==> src/rtl/vec_absmm_pkg.sv <==
package vec_absmm_pkg;
  localparam int unsigned BYTE_W     = 8;
  localparam int unsigned LANE_KINDS = 3;  // 8, 16, 32 bit lanes

  typedef enum logic [1:0] {
    SZ_8    = 2'd0,
    SZ_16   = 2'd1,
    SZ_32   = 2'd2,
    SZ_32_A = 2'd3
  } lane_size_e;

  function automatic int unsigned kind_of(input logic [1:0] sz);
    case (lane_size_e'(sz))
      SZ_8:    return 0;
      SZ_16:   return 1;
      default: return 2;
    endcase
  endfunction
endpackage

==> src/rtl/vamm_lane.sv <==
module vamm_lane #(
  parameter int unsigned W = 8
) (
  input  logic [W-1:0] dst_i,
  input  logic [W-1:0] src_i,
  input  logic         min_sel_i,
  output logic [W-1:0] res_o
);
  logic [W-1:0] mag;
  logic         take_src;

  // magnitude of most negative value wraps to 2^(W-1), read unsigned
  assign mag      = src_i[W-1] ? (~src_i + W'(1)) : src_i;
  assign take_src = min_sel_i ? (mag < dst_i) : (mag > dst_i);
  assign res_o    = take_src ? mag : dst_i;
endmodule

==> src/rtl/vamm_slice.sv <==
module vamm_slice #(
  parameter int unsigned VEC_W  = 128,
  parameter int unsigned LANE_W = 8
) (
  input  logic [VEC_W-1:0] dst_i,
  input  logic [VEC_W-1:0] src_i,
  input  logic             min_sel_i,
  output logic [VEC_W-1:0] res_o
);
  localparam int unsigned NUM_LANES = VEC_W / LANE_W;

  for (genvar e = 0; e < NUM_LANES; e++) begin : g_lane
    vamm_lane #(.W(LANE_W)) u_lane (
      .dst_i    (dst_i[e*LANE_W +: LANE_W]),
      .src_i    (src_i[e*LANE_W +: LANE_W]),
      .min_sel_i(min_sel_i),
      .res_o    (res_o[e*LANE_W +: LANE_W])
    );
  end
endmodule

==> src/rtl/vec_absmm.sv <==
module vec_absmm
  import vec_absmm_pkg::*;
#(
  parameter int unsigned VEC_W = 128,
  localparam int unsigned NUM_BYTES = VEC_W / BYTE_W
) (
  input  logic                 clk_i,
  input  logic                 rst_ni,
  input  logic                 valid_i,
  input  logic [1:0]           size_i,
  input  logic                 min_sel_i,
  input  logic [NUM_BYTES-1:0] mask_i,
  input  logic [VEC_W-1:0]     dst_i,
  input  logic [VEC_W-1:0]     src_i,
  output logic                 valid_o,
  output logic [VEC_W-1:0]     result_o
);
  logic [VEC_W-1:0] cand [LANE_KINDS];
  logic [VEC_W-1:0] sel_res;
  logic [VEC_W-1:0] merged;

  for (genvar k = 0; k < LANE_KINDS; k++) begin : g_kind
    vamm_slice #(.VEC_W(VEC_W), .LANE_W(BYTE_W << k)) u_slice (
      .dst_i    (dst_i),
      .src_i    (src_i),
      .min_sel_i(min_sel_i),
      .res_o    (cand[k])
    );
  end

  always_comb begin
    sel_res = cand[LANE_KINDS-1];
    for (int k = 0; k < LANE_KINDS; k++)
      if (kind_of(size_i) == k) sel_res = cand[k];
  end

  for (genvar b = 0; b < NUM_BYTES; b++) begin : g_merge
    assign merged[b*BYTE_W +: BYTE_W] = mask_i[b] ? sel_res[b*BYTE_W +: BYTE_W]
                                                  : dst_i[b*BYTE_W +: BYTE_W];
  end

  always_ff @(posedge clk_i or negedge rst_ni) begin
    if (!rst_ni) begin
      valid_o  <= 1'b0;
      result_o <= '0;
    end else begin
      valid_o <= valid_i;
      if (valid_i) result_o <= merged;
    end
  end

  a_r2_valid_follows: assert property (@(posedge clk_i) disable iff (!rst_ni)
    valid_i |=> valid_o);
  a_r2_hold_idle: assert property (@(posedge clk_i) disable iff (!rst_ni)
    !valid_i |=> (!valid_o && $stable(result_o)));
  a_r7_zero_mask: assert property (@(posedge clk_i) disable iff (!rst_ni)
    (valid_i && mask_i == '0) |=> result_o == $past(dst_i));
  a_r6_max_ge: assert property (@(posedge clk_i) disable iff (!rst_ni)
    (valid_i && !min_sel_i && size_i == 2'd2 && &mask_i[3:0])
      |=> result_o[31:0] >= $past(dst_i[31:0]));
  a_r6_min_le: assert property (@(posedge clk_i) disable iff (!rst_ni)
    (valid_i && min_sel_i && size_i == 2'd2 && &mask_i[3:0])
      |=> result_o[31:0] <= $past(dst_i[31:0]));
endmodule

==> config.mk <==
export PLATFORM = sky130hd
export DESIGN_NAME = vec_absmm
export DESIGN_NICKNAME = d
export VERILOG_FILES = /design/src/rtl/vec_absmm_pkg.sv /design/src/rtl/vamm_lane.sv /design/src/rtl/vamm_slice.sv /design/src/rtl/vec_absmm.sv
export SDC_FILE = /design/constraint.sdc
export NUM_CORES = 2
export LEC_CHECK = 0
export CORE_ASPECT_RATIO = 0.7
export CORE_MARGIN = 5
export CORE_UTILIZATION = 45
export CTS_CLUSTER_SIZE = 16
export DETAILED_ROUTE_END_ITERATION = 16
export PLACE_DENSITY = 0.69
export RECOVER_POWER = 50
export SLEW_MARGIN = 20
export SYNTH_ARGS = -nofsm -noshare
export SYNTH_HDL_FRONTEND = slang
export SYNTH_SLANG_ARGS = --single-unit
==> constraint.sdc <==
create_clock -name clk_i -period 2.3 [get_ports clk_i]
set_clock_uncertainty 0.1 [all_clocks]
set_input_delay 0.575 -clock clk_i [delete_from_list [all_inputs] [get_ports clk_i]]
set_output_delay 0.575 -clock clk_i [all_outputs]
set_load 0.05 [all_outputs]
# Word-level counts from Yosys, hierarchy flattened
# Cells that the tools add are included.
classes:
  add_sub_neg: 28
  magnitude_cmp: 56
  eq_ne: 3
  muxes: 104
  bitwise_logic: 28
  n_reduce_logical: 2
ops:
  columns: ["operator", "n"]
  rows:
  - ["$mux 128", 3]
  - ["$mux 8", 48]
  - ["$mux 16", 16]
  - ["$mux 32", 8]
  - ["$add 16x1->16 const B", 8]
  - ["$add 32x1->32 const B", 4]
  - ["$add 8x1->8 const B", 16]
  - ["$gt 16x16->1", 8]
  - ["$gt 32x32->1", 4]
  - ["$gt 8x8->1", 16]
  - ["$lt 16x16->1", 8]
  - ["$lt 32x32->1", 4]
  - ["$lt 8x8->1", 16]
  - ["$not 16->16", 8]
  - ["$not 32->32", 4]
  - ["$not 8->8", 16]
  - ["$eq 32x1->1 const B", 1]
  - ["$eq 32x2->1 const B", 1]
  - ["$logic_not 32->1", 1]
  - ["$mux 1", 28]
  - ["$pmux 2 s2", 1]
  - ["$eq 2x1->1 const B", 1]
  - ["$logic_not 2->1", 1]
totals:
  reg_bits: 129
  input_bits: 278
  output_inout_bits: 129
  wordCells: 223

# Longest topological paths before layout
depth:
  ltp_word: 10
  ltp_mapped: 21
  mapped_depth_nobuf: 18

# Hierarchy
# From an unflattened synthesis, not the netlist that was laid out.
hier_totals:
  hier_cells: 3582
  hier_area_um2: 30266.5
modules_own_cells:
  columns: ["mod", "n_inst", "cells_per_inst", "area_per_inst_um2", "seq_area_each_um2"]
  rows:
  - ["vamm_lane at g_kind[0].u_slice.g_lane[0].u_lane ...", 16, 60, 489.2, 0.0]
  - ["vec_absmm", 1, 756, 7721.2, 3228.1]
  - ["vamm_lane at g_kind[2].u_slice.g_lane[0].u_lane ...", 3, 240, 1898.1, 0.0]
  - ["vamm_lane at g_kind[1].u_slice.g_lane[0].u_lane ...", 6, 114, 897.1, 0.0]
  - ["vamm_lane at g_kind[2].u_slice.g_lane[2].u_lane", 1, 236, 1851.8, 0.0]
  - ["vamm_lane at g_kind[1].u_slice.g_lane[7].u_lane", 1, 113, 895.9, 0.0]
  - ["vamm_lane at g_kind[1].u_slice.g_lane[6].u_lane", 1, 113, 893.4, 0.0]

# Least setup slack after synthesis
# Ideal clock, no wire load.
synth_path:
  path_kind: "input to register"
  start: "input src_i[8]"
  end: "register result_o[15]"
  setup_ns: 0.128
  arrival_time_ns: 5.006
  t_required_ns: 2.072
  slack_ns: -2.934
  path_stages: 17
  path_buffers: 1
  cell_sequence: "or3_1 -> or3_1 -> or2_2 -> nor3_1 -> ha_1 -> a21oi_1 -> ha_1 -> nand4_1 -> or3_1 -> a21oi_1 -> or4b_2 -> a21oi_1 -> mux2i_1 -> clkbuf_1 -> mux2_2 -> a221oi_1 -> o2bb2ai_1"
synth_between:
  elab_chain_len: 10
  elab_cells_between_ends: 25
  classes_between: "3 x add/sub; 6 x order compare; 13 x mux; 3 x bitwise"
synth_rtl:
  columns: ["element", "line_no", "text"]
  rows:
  - ["start, declared", "vec_absmm.sv:14", "input logic [VEC_W-1:0] src_i,"]
  - ["$not 32->32 / $not 8->8 (equally long branches)", "vamm_lane.sv:13", "assign mag = src_i[W-1] ? (~src_i + W'(1)) : src_i;"]
  - ["$add 32x1->32 / $add 8x1->8 (equally long branches)", "vamm_lane.sv:13", null]
  - ["$mux 32 / $mux 8 (equally long branches)", "vamm_lane.sv:13", null]
  - ["$gt 32x32->1, or another cell as far along", "vamm_lane.sv:14", "assign take_src = min_sel_i ? (mag < dst_i) : (mag > dst_i);"]
  - ["$mux 1", "vamm_lane.sv:14", null]
  - ["$mux 32 / $mux 8 (equally long branches)", "vamm_lane.sv:15", "assign res_o = take_src ? mag : dst_i;"]
  - ["$mux 128 (2 in series)", "vec_absmm.sv:34", "if (kind_of(size_i) == k) sel_res = cand[k];"]
  - ["$mux 128 *", "vec_absmm.sv:34", null]
  - ["$mux 8 *", "vec_absmm.sv:38", "assign merged[b*BYTE_W +: BYTE_W] = mask_i[b] ? sel_res[b*BYTE_W +: BYTE_W]"]
  - ["end signal, assigned", "vec_absmm.sv:48", "if (valid_i) result_o <= merged;"]
  - ["end, declared", "vec_absmm.sv:16", "output logic [VEC_W-1:0] result_o"]
# Every way passes the cells marked *; elsewhere a longest branch is shown, timed or not.
# A chain may end at the register's enable or synchronous reset.

# Worst setup path in the final report
layout_path:
  start: "input src_i[72]"
  end: "register result_o[95]"
layout_between:
  elab_chain_len: 10
  elab_cells_between_ends: 11
  classes_between: "1 x add/sub; 2 x order compare; 7 x mux; 1 x bitwise"
layout_rtl:
  columns: ["element", "line_no"]
  rows:
  - ["$not 32->32", "vamm_lane.sv:13"]
  - ["$add 32x1->32", "vamm_lane.sv:13"]
  - ["$mux 32 *", "vamm_lane.sv:13"]
  - ["$gt 32x32->1 / $lt 32x32->1 (equally long branches)", "vamm_lane.sv:14"]
  - ["$mux 1", "vamm_lane.sv:14"]
  - ["$mux 32 *", "vamm_lane.sv:15"]
  - ["$mux 128 (2 in series)", "vec_absmm.sv:34"]
  - ["$mux 128 *", "vec_absmm.sv:34"]
  - ["$mux 8 *", "vec_absmm.sv:38"]
# Marks and branches as above.

==> impl_metrics.toml <==
[finish]
syn_to_final_growth_pct = 64.5
finalNetCount = 5515
post-route-util_pct = 74.8
drive_gt1_share_pct = 35.4
final_area_um2 = 42400

[grt]
grt_antenna_before_repair = 4
grt_pass1_wl_um = 178000
grt_overflow = 0
first_global_vias = 31900
grt_max_degree = 54
track_usage_pct = 35.7

[run_status]
violations = "negative setup slack"
outcome = "finished with violations"

[clocking]
cts_max_level = 4
cts_tree = "done"
cts-buffers-inserted = 17
cts_root_buffer = "clkbuf_16"
clockBufferDepth = 2
clock_latency_ps = 490
path_clk_slew_ps = 60
cts.sinks = 129

[logic_synthesis]
syn_nets = 4137
synth_top_cell_area_share_pct = 19.4
synth_area_leaders = "ha_1 19%, dfrtp_1 13%, xnor2_1 8.5%"
synth_cells = 3459
ys_ff_latch = 129
synthDistinctLibCells = 81
ys.warnings.count = 0
synthFlopType = "dfrtp_1"
synthArstFlopShare_pct = 100
yosysSeqAreaShare_pct = 12.5
syn_area_um2 = 25800
synth_edf_count = 0
synth_area_leader_cell = "ha_1"
avgSynthCellArea_um2 = 7.46

[routing]
highest_layer = "met5"
wl_met1_um = 52800
viasPerCell = 5.93
num_vias = 33300
drc = 0
first_iter_violations = 3896
dr.pass1.iters = 6
wl_per_cell_um = 21.4
wl_met3_um = 13600
wl_met2_um = 49700
wl_um = 120000
drtAntennaViolNets = 0

[place]
dp_hpwl_um = 90400
dpl_cell_area_um2 = 39100
preCtsSetupSlack_ps = -3350
gp_congestion = 1.01
io_buffers = 406

[timing]
worst_pin_slew_ps = 1280
period_share_pct = 209
hold_violations = 0
whs_ps = 325
fin_ws_ps = -2510
tns_ps = -302580
period_needed_ps = 4810
finalSetupViolCount = 128
finalMaxSlewViolations = 0
relSlewSlack_pct = 14.6
fmax_ghz = 0.208
rsz0062_at_grt = "true"

[power]
powerDensity_nw_per_um2 = 410
p_leak_nw = 20.0
vdd_drop_max_mv = 0.617

[setup_path]
cp-start-kind = "primary input"
cpMostUsedCell = "a21oi_2"
path_cells = "buf_8 -> inv_6 -> ha_4 -> or3b_4 -> or3_4 -> or4_4 -> nand2b_4 -> o21a_1 -> xor2_2 -> ha_1 -> buf_4 -> nand2_1 -> o21ai_0 -> a21oi_2 -> o211ai_1 -> a21oi_2 -> mux2i_4 -> buf_12 -> buf_16 -> buf_12 -> buf_6 -> mux2_4 -> a21oi_2 -> a211oi_1"
cp_slowest_cell = "or4_4"
critPathMaxFanout = 8
cp.required_ps = 2560
rrSetupSlack_ps = 1150
r2r-start = "result_o[118]$_DFFE_PN0P_"
critical_path_class = "in2reg"
arrival_ps = 5060
critical_path.startpoint = "src_i[72]"
max_stage_delay_ps = 480
end_kind = "flop"

[min_path]
hp-start = "valid_i"
min_path_type = "in2reg"

[run]
maxCapViolations = 0

[floorplan]
die_h_um = 210
die-area_um2 = 62300
row_count = 73
io_pins = 407
die_w_um = 296
fp.coreArea_um2 = 56700
start_util_pct = 45.5
-- state kept, by name, summed over array words and instances, names as in the netlist --
| signal | cells |
|---|---|
| result_o | 128 |
| valid_o | 1 |
-- worst paths after layout --
| kind | endpoint | cells after the start |
|---|---|---|
| min | result_o[30]$_DFFE_PN0P_ | 2 |
| max reg2reg | result_o[118]$_DFFE_PN0P_ | 3 |
| min in group asynchronous | result_o[102]$_DFFE_PN0P_ | 2 |
| max | result_o[95]$_DFFE_PN0P_ | 24 |
| min reg2reg | result_o[14]$_DFFE_PN0P_ | 1 |
| max in group asynchronous | result_o[87]$_DFFE_PN0P_ | 3 |
-- cells in the mapped netlist (6+ instances only) --
master	n
nor3_1	41
a221o_1	6
o22ai_1	15
nand3_1	59
and3_1	7
dfrtp_1	129
a21o_1	32
a211o_1	20
o31ai_1	25
buf_2	9
a21boi_0	8
a2111o_1	9
o211ai_1	70
o2bb2ai_1	19
a31oi_1	26
clkbuf_1	186
o21ai_1	6
a211oi_1	51
a41oi_1	9
o21ai_0	220
nor2b_1	34
or3_1	62
inv_1	220
o221ai_1	20
mux2i_1	103
or4_1	15
a311oi_1	21
a21oi_1	256
a2111oi_0	21
nand4_1	95
a221oi_1	67
ha_1	400
nand2b_1	50
nor2_1	261
buf_1	16
or2_2	13
nor4_1	19
o21a_1	15
and2_1	9
nand2_1	359
xor2_1	33
mux2_2	84
xnor2_1	251
-- power breakdown --
| part | switching [mW] | leakage [nW] | internal, mW | total (mW) |
|---|---|---|---|---|
| logic | 6.10 | 18.2 | 5.13 | 11.2 |
| registers | 0.244 | 1.47 | 2.58 | 2.82 |
| clock network | 1.39 | 0.313 | 1.95 | 3.35 |
-- cell type report --
cell class | count | area, um2
diodes | 3 | 7.51
clock buffers | 19 | 443
clock inverters | 13 | 210
fillers | 4230 | 14300
inverters | 227 | 897
multi-input cells | 2895 | 23300
flip-flops and latches | 129 | 3230
well taps | 750 | 938
repair buffers | 1567 | 13400
-- worst max-delay path: cells and delay by family --
family	cells	cell delay, ps
fa+ha+maj	2	440
simple gates	5	1440
mux	2	580
xor+xnor	1	160
compound gates	7	1040
buf+inv	7	810
-- cell families after synthesis --
group | Yosys count | synth area share [%]
and+or+nand+nor | 1063 | 19.8
AOI/OAI and AO/OA | 957 | 24.4
buffers and inverters | 438 | 6.42
adders and majority gates | 400 | 19.4
xor gates and xnor gates | 284 | 9.64
muxes | 188 | 7.72
DFF | 129 | 12.5
-- per-layer routing --
layer	vias to the layer above	global-route usage, %
li1	15500	-
met2	1819	51.7
met3	267	9.42
met4	2	10.0
met1	15700	52.1
met5	-	0
-- metrics by stage --
stage,power [mW],cells
after global placement,12.9,5439
after floorplan,8.42,3459
after global routing,18.2,5603
final,17.4,5603
after CTS,16.8,5565
after detailed placement,13.0,5439
-- layout by cell type, fill, tap and decap left out, types with 44 or more instances in the layout --
cell type / count
a21oi_1: 196
a21oi_2: 56
a221oi_2: 44
buf_4: 1074
buf_6: 64
clkdlybuf4s50_1: 223
dfrtp_1: 129
dlygate4sd2_1: 109
ha_1: 390
inv_1: 208
mux2_4: 59
mux2i_1: 93
nand2_1: 349
nand2b_1: 44
nand3_1: 55
nand4_1: 95
nor2_1: 234
o211ai_1: 70
o21ai_0: 180
or3_1: 47
xnor2_1: 237
-- what timing repair did --
| item | 4_1_cts | 5_1_grt |
|---|---|---|
| pin swaps | 166 | 159 |
| gates resized for setup | 432 | 242 |
| setup buffers | 84 | 53 |
| cloned | 10 | 1 |
| setup endpoints to repair | 228 | 129 |
| hold buffers | 1 | 0 |
| endpoints found under the hold margin | 35 | 0 |
Note: power is estimated with default switching activity, not from simulation.
